$ cat src/rtl/i80_seq_pkg.sv
package i80_seq_pkg;
  localparam int PH_W = 4;

  typedef enum logic [2:0] {
    ST_IDLE, ST_CSU, ST_LOAD, ST_WSU, ST_ACT, ST_HOLD
  } seq_st_e;

  typedef struct packed {
    logic [PH_W-1:0] cs_su;
    logic [PH_W-1:0] wr_su;
    logic [PH_W-1:0] wr_act;
    logic [PH_W-1:0] wr_hold;
  } tim_t;

  // field positions: 19:16 cs lead, 15:12 setup, 11:8 width, 7:4 hold
  function automatic tim_t cfg_timing(input logic [19:0] w);
    tim_t t;
    t.cs_su   = w[19:16];
    t.wr_su   = w[15:12];
    t.wr_act  = w[11:8];
    t.wr_hold = w[7:4];
    return t;
  endfunction

  // strobe width of zero is stretched to one cycle
  function automatic logic [PH_W-1:0] strobe_len(input logic [PH_W-1:0] a);
    return (a == '0) ? PH_W'(1) : a;
  endfunction
endpackage

$ cat src/rtl/i80_trig_ctrl.sv
module i80_trig_ctrl (
  input  logic       clk,
  input  logic       rst_n,
  input  logic       trig_wr,
  input  logic [1:0] trig_data,
  input  logic       cfg_en,
  input  logic       len_nz,
  input  logic       frame_done,
  input  logic       irq_en,
  input  logic       irq_clr,
  output logic       start,
  output logic       busy,
  output logic       pend,
  output logic       irq
);
  logic trig_cmd;
  assign trig_cmd = trig_wr && (trig_data == 2'b11);
  assign start    = trig_cmd && cfg_en && len_nz && !busy;
  assign irq      = pend && irq_en;

  always_ff @(posedge clk or negedge rst_n) begin
    if (!rst_n) begin
      busy <= 1'b0;
      pend <= 1'b0;
    end else begin
      if (start)           busy <= 1'b1;
      else if (frame_done) busy <= 1'b0;
      if (frame_done)      pend <= 1'b1;
      else if (irq_clr)    pend <= 1'b0;
    end
  end

  p_disabled_drop_r2: assert property (@(posedge clk) disable iff (!rst_n)
    (!busy && !cfg_en) |=> !busy);
  p_done_sets_pend_r8: assert property (@(posedge clk) disable iff (!rst_n)
    frame_done |=> (pend && !busy));
  p_busy_holds_r7: assert property (@(posedge clk) disable iff (!rst_n)
    (busy && !frame_done) |=> busy);
endmodule

$ cat src/rtl/i80_strobe_fsm.sv
module i80_strobe_fsm
  import i80_seq_pkg::*;
#(
  parameter int DATA_W = 16,
  parameter int LEN_W  = 12
) (
  input  logic              clk,
  input  logic              rst_n,
  input  logic              start,
  input  tim_t              tim_in,
  input  logic [LEN_W-1:0]  len_in,
  input  logic              src_valid,
  input  logic [DATA_W-1:0] src_data,
  output logic              src_ready,
  output logic              cs_n,
  output logic              wr_n,
  output logic [DATA_W-1:0] db,
  output logic              frame_done
);
  seq_st_e          st_q, st_d;
  logic [PH_W-1:0]  cnt_q, cnt_d;
  logic [LEN_W-1:0] rem_q;
  tim_t             tim_q;
  logic [DATA_W-1:0] db_q;
  logic             take;
  logic             ph_end;

  assign ph_end    = (cnt_q == '0);
  assign take      = (st_q == ST_LOAD) && src_valid;
  assign src_ready = (st_q == ST_LOAD);
  assign cs_n      = (st_q == ST_IDLE);
  assign wr_n      = (st_q != ST_ACT);
  assign db        = db_q;

  always_comb begin
    st_d       = st_q;
    cnt_d      = (cnt_q == '0) ? cnt_q : cnt_q - 1'b1;
    frame_done = 1'b0;
    case (st_q)
      ST_IDLE: if (start) begin
        if (tim_in.cs_su != '0) begin
          st_d  = ST_CSU;
          cnt_d = tim_in.cs_su - 1'b1;
        end else begin
          st_d = ST_LOAD;
        end
      end
      ST_CSU: if (ph_end) st_d = ST_LOAD;
      ST_LOAD: if (src_valid) begin
        if (tim_q.wr_su != '0) begin
          st_d  = ST_WSU;
          cnt_d = tim_q.wr_su - 1'b1;
        end else begin
          st_d  = ST_ACT;
          cnt_d = strobe_len(tim_q.wr_act) - 1'b1;
        end
      end
      ST_WSU: if (ph_end) begin
        st_d  = ST_ACT;
        cnt_d = strobe_len(tim_q.wr_act) - 1'b1;
      end
      ST_ACT: if (ph_end) begin
        if (tim_q.wr_hold != '0) begin
          st_d  = ST_HOLD;
          cnt_d = tim_q.wr_hold - 1'b1;
        end else if (rem_q == '0) begin
          st_d       = ST_IDLE;
          frame_done = 1'b1;
        end else begin
          st_d = ST_LOAD;
        end
      end
      ST_HOLD: if (ph_end) begin
        if (rem_q == '0) begin
          st_d       = ST_IDLE;
          frame_done = 1'b1;
        end else begin
          st_d = ST_LOAD;
        end
      end
      default: st_d = ST_IDLE;
    endcase
  end

  always_ff @(posedge clk or negedge rst_n) begin
    if (!rst_n) begin
      st_q  <= ST_IDLE;
      cnt_q <= '0;
      rem_q <= '0;
      tim_q <= '0;
      db_q  <= '0;
    end else begin
      st_q  <= st_d;
      cnt_q <= cnt_d;
      if (start && st_q == ST_IDLE) begin
        tim_q <= tim_in;
        rem_q <= len_in;
      end else if (take) begin
        rem_q <= rem_q - 1'b1;
      end
      if (take) db_q <= src_data;
    end
  end

  p_wr_in_cs_r6: assert property (@(posedge clk) disable iff (!rst_n)
    !wr_n |-> !cs_n);
  p_db_stable_r5: assert property (@(posedge clk) disable iff (!rst_n)
    !wr_n |=> (wr_n || $stable(db)));
  p_ready_in_frame_r11: assert property (@(posedge clk) disable iff (!rst_n)
    src_ready |-> (!cs_n && wr_n));
endmodule

$ cat src/rtl/i80_strobe_seq.sv
module i80_strobe_seq
  import i80_seq_pkg::*;
#(
  parameter int DATA_W = 16,
  parameter int LEN_W  = 12
) (
  input  logic              clk,
  input  logic              rst_n,
  input  logic [19:0]       cfg_word,
  input  logic [LEN_W-1:0]  frame_len,
  input  logic              trig_wr,
  input  logic [1:0]        trig_data,
  input  logic              irq_en,
  input  logic              irq_clr,
  input  logic              src_valid,
  input  logic [DATA_W-1:0] src_data,
  output logic              src_ready,
  output logic              cs_n,
  output logic              wr_n,
  output logic [DATA_W-1:0] db,
  output logic              busy,
  output logic              irq_pend,
  output logic              irq
);
  logic start;
  logic frame_done;
  tim_t tim;

  assign tim = cfg_timing(cfg_word);

  i80_trig_ctrl u_ctrl (
    .clk(clk), .rst_n(rst_n), .trig_wr(trig_wr), .trig_data(trig_data),
    .cfg_en(cfg_word[0]), .len_nz(frame_len != '0), .frame_done(frame_done),
    .irq_en(irq_en), .irq_clr(irq_clr), .start(start), .busy(busy),
    .pend(irq_pend), .irq(irq)
  );

  i80_strobe_fsm #(.DATA_W(DATA_W), .LEN_W(LEN_W)) u_fsm (
    .clk(clk), .rst_n(rst_n), .start(start), .tim_in(tim), .len_in(frame_len),
    .src_valid(src_valid), .src_data(src_data), .src_ready(src_ready),
    .cs_n(cs_n), .wr_n(wr_n), .db(db), .frame_done(frame_done)
  );

  p_busy_tracks_cs_r8: assert property (@(posedge clk) disable iff (!rst_n)
    1'b1 |-> (busy == !cs_n));
endmodule

$ cat config.mk
export PLATFORM = sky130hd
export DESIGN_NAME = i80_strobe_seq
export DESIGN_NICKNAME = d
export VERILOG_FILES = /design/src/rtl/i80_seq_pkg.sv /design/src/rtl/i80_trig_ctrl.sv /design/src/rtl/i80_strobe_fsm.sv /design/src/rtl/i80_strobe_seq.sv
export SDC_FILE = /design/constraint.sdc
export NUM_CORES = 1
export LEC_CHECK = 0
export ABC_AREA = 1
export CAP_MARGIN = 30
export CORE_MARGIN = 1.5
export CORE_UTILIZATION = 25
export DETAILED_ROUTE_END_ITERATION = 6
export PLACE_DENSITY_LB_ADDON = 0.1
export SLEW_MARGIN = 20
export SYNTH_ARGS = -nofsm -noshare
export SYNTH_HDL_FRONTEND = slang
export SYNTH_HIERARCHICAL = 1
export SYNTH_SLANG_ARGS = --single-unit
$ cat constraint.sdc
create_clock -name clk -period 2 [get_ports clk]
set_input_delay 0.4 -clock clk [delete_from_list [all_inputs] [get_ports clk]]
set_output_delay 0.4 -clock clk [all_outputs]
set_load 0.01 [all_outputs]
==> summary.md <==
| Metric | Value |
|---|---|
| Status | `completed` |
| Via count | `slightly above 3000` |
| Post-synthesis instance total | `445` |
| Worst EP required | `roughly 1600 ps` |
| Slew HR | `0.6054` |
| Final Skew | `between 3 and 4 ps` |
| Crit-path max cell delay | `about 440 ps` |
| DP Worst Slack | `-350.6 ps` |
| Gpl congestion | `approximately 0.85` |
| H-tree levels | `2` |
| Detailed-route wire length | `slightly below 9000 µm` |
| R2R depth | `10` |
| Final min period | `between 1500 and 2000 ps` |
| TritonCTS clock tree | `yes` |
| Clock root cell | `clkbuf_16` |
| Initial Utilization | `0.2559` |
| Fin crit share | `0.9480` |
| Vias in the first global route | `between 3000 and 4000` |
| Crit path max-delay cell type | `dfrtp_2` |
| Clock Tree Buf Depth | `2` |
| Static Leakage | `about 2.3 nW` |
| Nature of the critical path startpoint | `flop` |
| CP endpoint kind | `output port` |
| Final nets | `approximately 620` |
| Die area | `approximately 0.014 mm²` |
| Reg2reg start | `u_fsm/cnt_q[1]` |
| First-pass GRT wire length | `approximately 14000 µm` |
| Synth Warn # | `6` |
| Worst-margin pin slew | `roughly 590 ps` |
| Number of flops mapped to enable cells by yosys | `0` |
| Max-cap violations | `0` |
| Sink Count | `just under 50` |
| Final TNS setup | `0 ps` |
| Asr flop ratio synth | `1.000` |
| Fraction of the yosys area taken by sequential cells | `0.3812` |
| Fmax | `around 530 MHz` |
| Number of detailed-route iterations in the first pass | `4` |
| Final Max Tran Viols | `0` |
| Number of port buffers | `74` |
| Worst Path Class, Setup | `reg2out` |
| Cell variety after synth | `42` |
| Fin area | `0.004619 mm²` |
| DRT iter0 DRCs | `~150` |
| Core Region | `about 0.013 mm²` |
| Hold WC Path Type | `in2async` |
| Crit Path Max Fanout | `5` |
| Chip width | `116.4 µm` |
| Area after DPL | `0.004278 mm²` |
| Final core occ | `0.3675` |
| Area Growth Syn to Fin | `43.60%` |
| Cell Rows | `41` |
| Hpwl dp | `about 6600 µm` |
| I/O pin count | `between 70 and 80` |
| Total CTS buffers | `5` |
| Setup-failing EPs final | `0` |
| Fraction of layout cells with a size suffix above 1 | `0.1573` |
| FF+latch count, synth | `49` |
| ANT cells | `0` |
| Critical Path, Cell by Cell | `nor2_4 > buf_4 > nand2_1 > inv_2 > dlygate4sd2_1` |
| Die height | `approximately 120 µm` |
| Fillers | `~1300` |
| Initial antenna violation count | `0` |
| Crit path from | `u_fsm/st_q[2]` |
| Remaining global-route overflow | `0` |
| WL per Instance | `12.24 µm` |
| Final hold viol count | `0` |
| RSZ-0062 raised after global routing | `false` |
| Clk slew on worst S/H paths | `around 70 ps` |
| CP endpoint | `src_ready` |
| Post-route worst setup slack | `roughly 100 ps` |
| Net Count, Synth | `between 500 and 600` |
| Routed Antenna Nets | `0` |
| Worst skew pair latency | `290 ps` |
| Cell Pwr Density | `around 1100 mW/mm²` |
| GRT Overall Usage | `0.1360` |
| R2R Setup Slk | `190 ps` |
| Reg2reg end | `u_fsm/cnt_q[1]` |
| Total power draw | `5.069 mW` |
| Post-synthesis area per instance | `between 7 and 8 µm²` |
| Residual DRC | `0` |
| Via/cell ratio | `4.274` |
| Peak supply drop | `~0.00041 V` |
| Crit path DAT | `1500 ps` |
| Cell Area, Synth | `roughly 0.0032 mm²` |
| Top FF cell, synth | `dfrtp_1` |
| Largest net degree at the start of global routing | `50` |
## sequential cells by signal, summed over array words and instances, names as in the netlist
register and count:
u_ctrl/busy 1, u_ctrl/pend 1, u_fsm/cnt_q 4, u_fsm/db 16, u_fsm/rem_q 12, u_fsm/st_q 3, u_fsm/tim_q 12
## worst min path at each step
| stage | endpoint | slack, ps | cells after the start |
|---|---|---|---|
| 2_1_floorplan | u_ctrl/busy | 100 | 0 |
| 5_1_grt | u_fsm/rem_q[3] | 130 | 2 |
| 3_3_place_gp | u_fsm/db[2] | 420 | 2 |
| 4_1_cts | u_fsm/rem_q[11] | 110 | 2 |
| 3_5_place_dp | u_fsm/rem_q[11] | 420 | 2 |
| 6_report | u_fsm/rem_q[0] | 100 | 2 |
## layer usage
| metal | routed length [µm] | track usage | vias up |
|---|---|---|---|
| met4 | 95 | 0.03659 | 0 |
| met1 | 4271 | 0.1746 | 1410 |
| met5 | 0 | 0 | - |
| li1 | - | - | 1617 |
| met2 | 4044 | 0.2314 | 66 |
| met3 | 461 | 0.03010 | 6 |
## cells by family after synthesis
kind of cell	Yosys count	synth area share
simple gates	252	0.3388
buf+inv	72	0.1085
compound gates	56	0.1163
flops	49	0.3812
fa+ha+maj	10	0.03890
xor+xnor	6	0.01634
## per-stage QoR
stage                     hold WS (ps)  cells
after floorplan                  104.4    445
after global placement           424.2    707
after detailed placement         423.6    707
after CTS                        107.3    716
after global routing             128.2    725
final                            100.7    725
## cells in the mapped netlist (2+ instances only)
master / instances / area [µm²]
nand2_1: 157 / 589.3
inv_1: 54 / 202.7
dfrtp_1: 49 / 1226
nor2_1: 39 / 146.4
nand3_1: 34 / 170.2
o21ai_0: 19 / 95.09
ha_1: 10 / 125.1
a21oi_1: 9 / 45.04
o21ai_2: 6 / 52.55
inv_2: 5 / 18.77
o211ai_2: 5 / 62.56
nand4_1: 4 / 25.02
nor2_2: 4 / 25.02
o22ai_1: 4 / 25.02
buf_2: 3 / 15.01
buf_8: 3 / 45.04
o21ai_1: 3 / 15.01
xnor2_1: 3 / 26.28
xor2_1: 3 / 26.28
a211oi_1: 2 / 15.01
a21boi_1: 2 / 15.01
buf_4: 2 / 15.01
buf_6: 2 / 22.52
nand2_2: 2 / 12.51
nand2_4: 2 / 22.52
nand3_2: 2 / 20.02
nor2_4: 2 / 22.52
## power by group
group	internal, mW	total [mW]	switching, mW
Clock	0.626	0.994	0.368
Sequential	1.32	1.55	0.229
Combinational	1.12	2.53	1.40
## placed cells by master, fill, tap and decap left out, types with 4 or more instances in the layout
master / count
o211ai_2: 5
nor2_1: 37
nand2_1: 155
nand3_1: 34
buf_4: 32
a21oi_1: 9
ha_1: 10
inv_2: 7
o21ai_2: 6
dlymetal6s2s_1: 14
o21ai_0: 19
inv_1: 51
clkdlybuf4s50_1: 58
nor2_2: 6
nand4_1: 4
dfrtp_1: 47
o22ai_1: 4
clkbuf_16: 6
## area by class of cell
class	count	area, µm²	area share
Multi-Input combinational cell	324	1660	0.3594
Timing Repair Buffer	111	1106	0.2394
Inverter	61	236.5	0.05119
Sequential cell	49	1229	0.2660
Clock buffer	7	142.6	0.03088
Tap cell	172	215.2	0.04659
Clock inverter	1	30.03	0.006501
## repair_timing
item | in CTS | in global routing
endpoints found under the hold margin | 0 | 0
gates resized for setup | 4 | 29
buffers inserted | 1 | 8
pin swaps | 2 | 6
gates cloned | 0 | 1
hold buffers | 0 | 0
setup endpoints to repair | 13 | 28
## worst max-delay path: cells and delay by family (launching register included)
family | cells | cell delay [ps]
and+or+nand+nor | 2 | 220
buffers and inverters | 3 | 540
DFF | 1 | 440
Note: power is estimated with default switching activity, not from simulation.
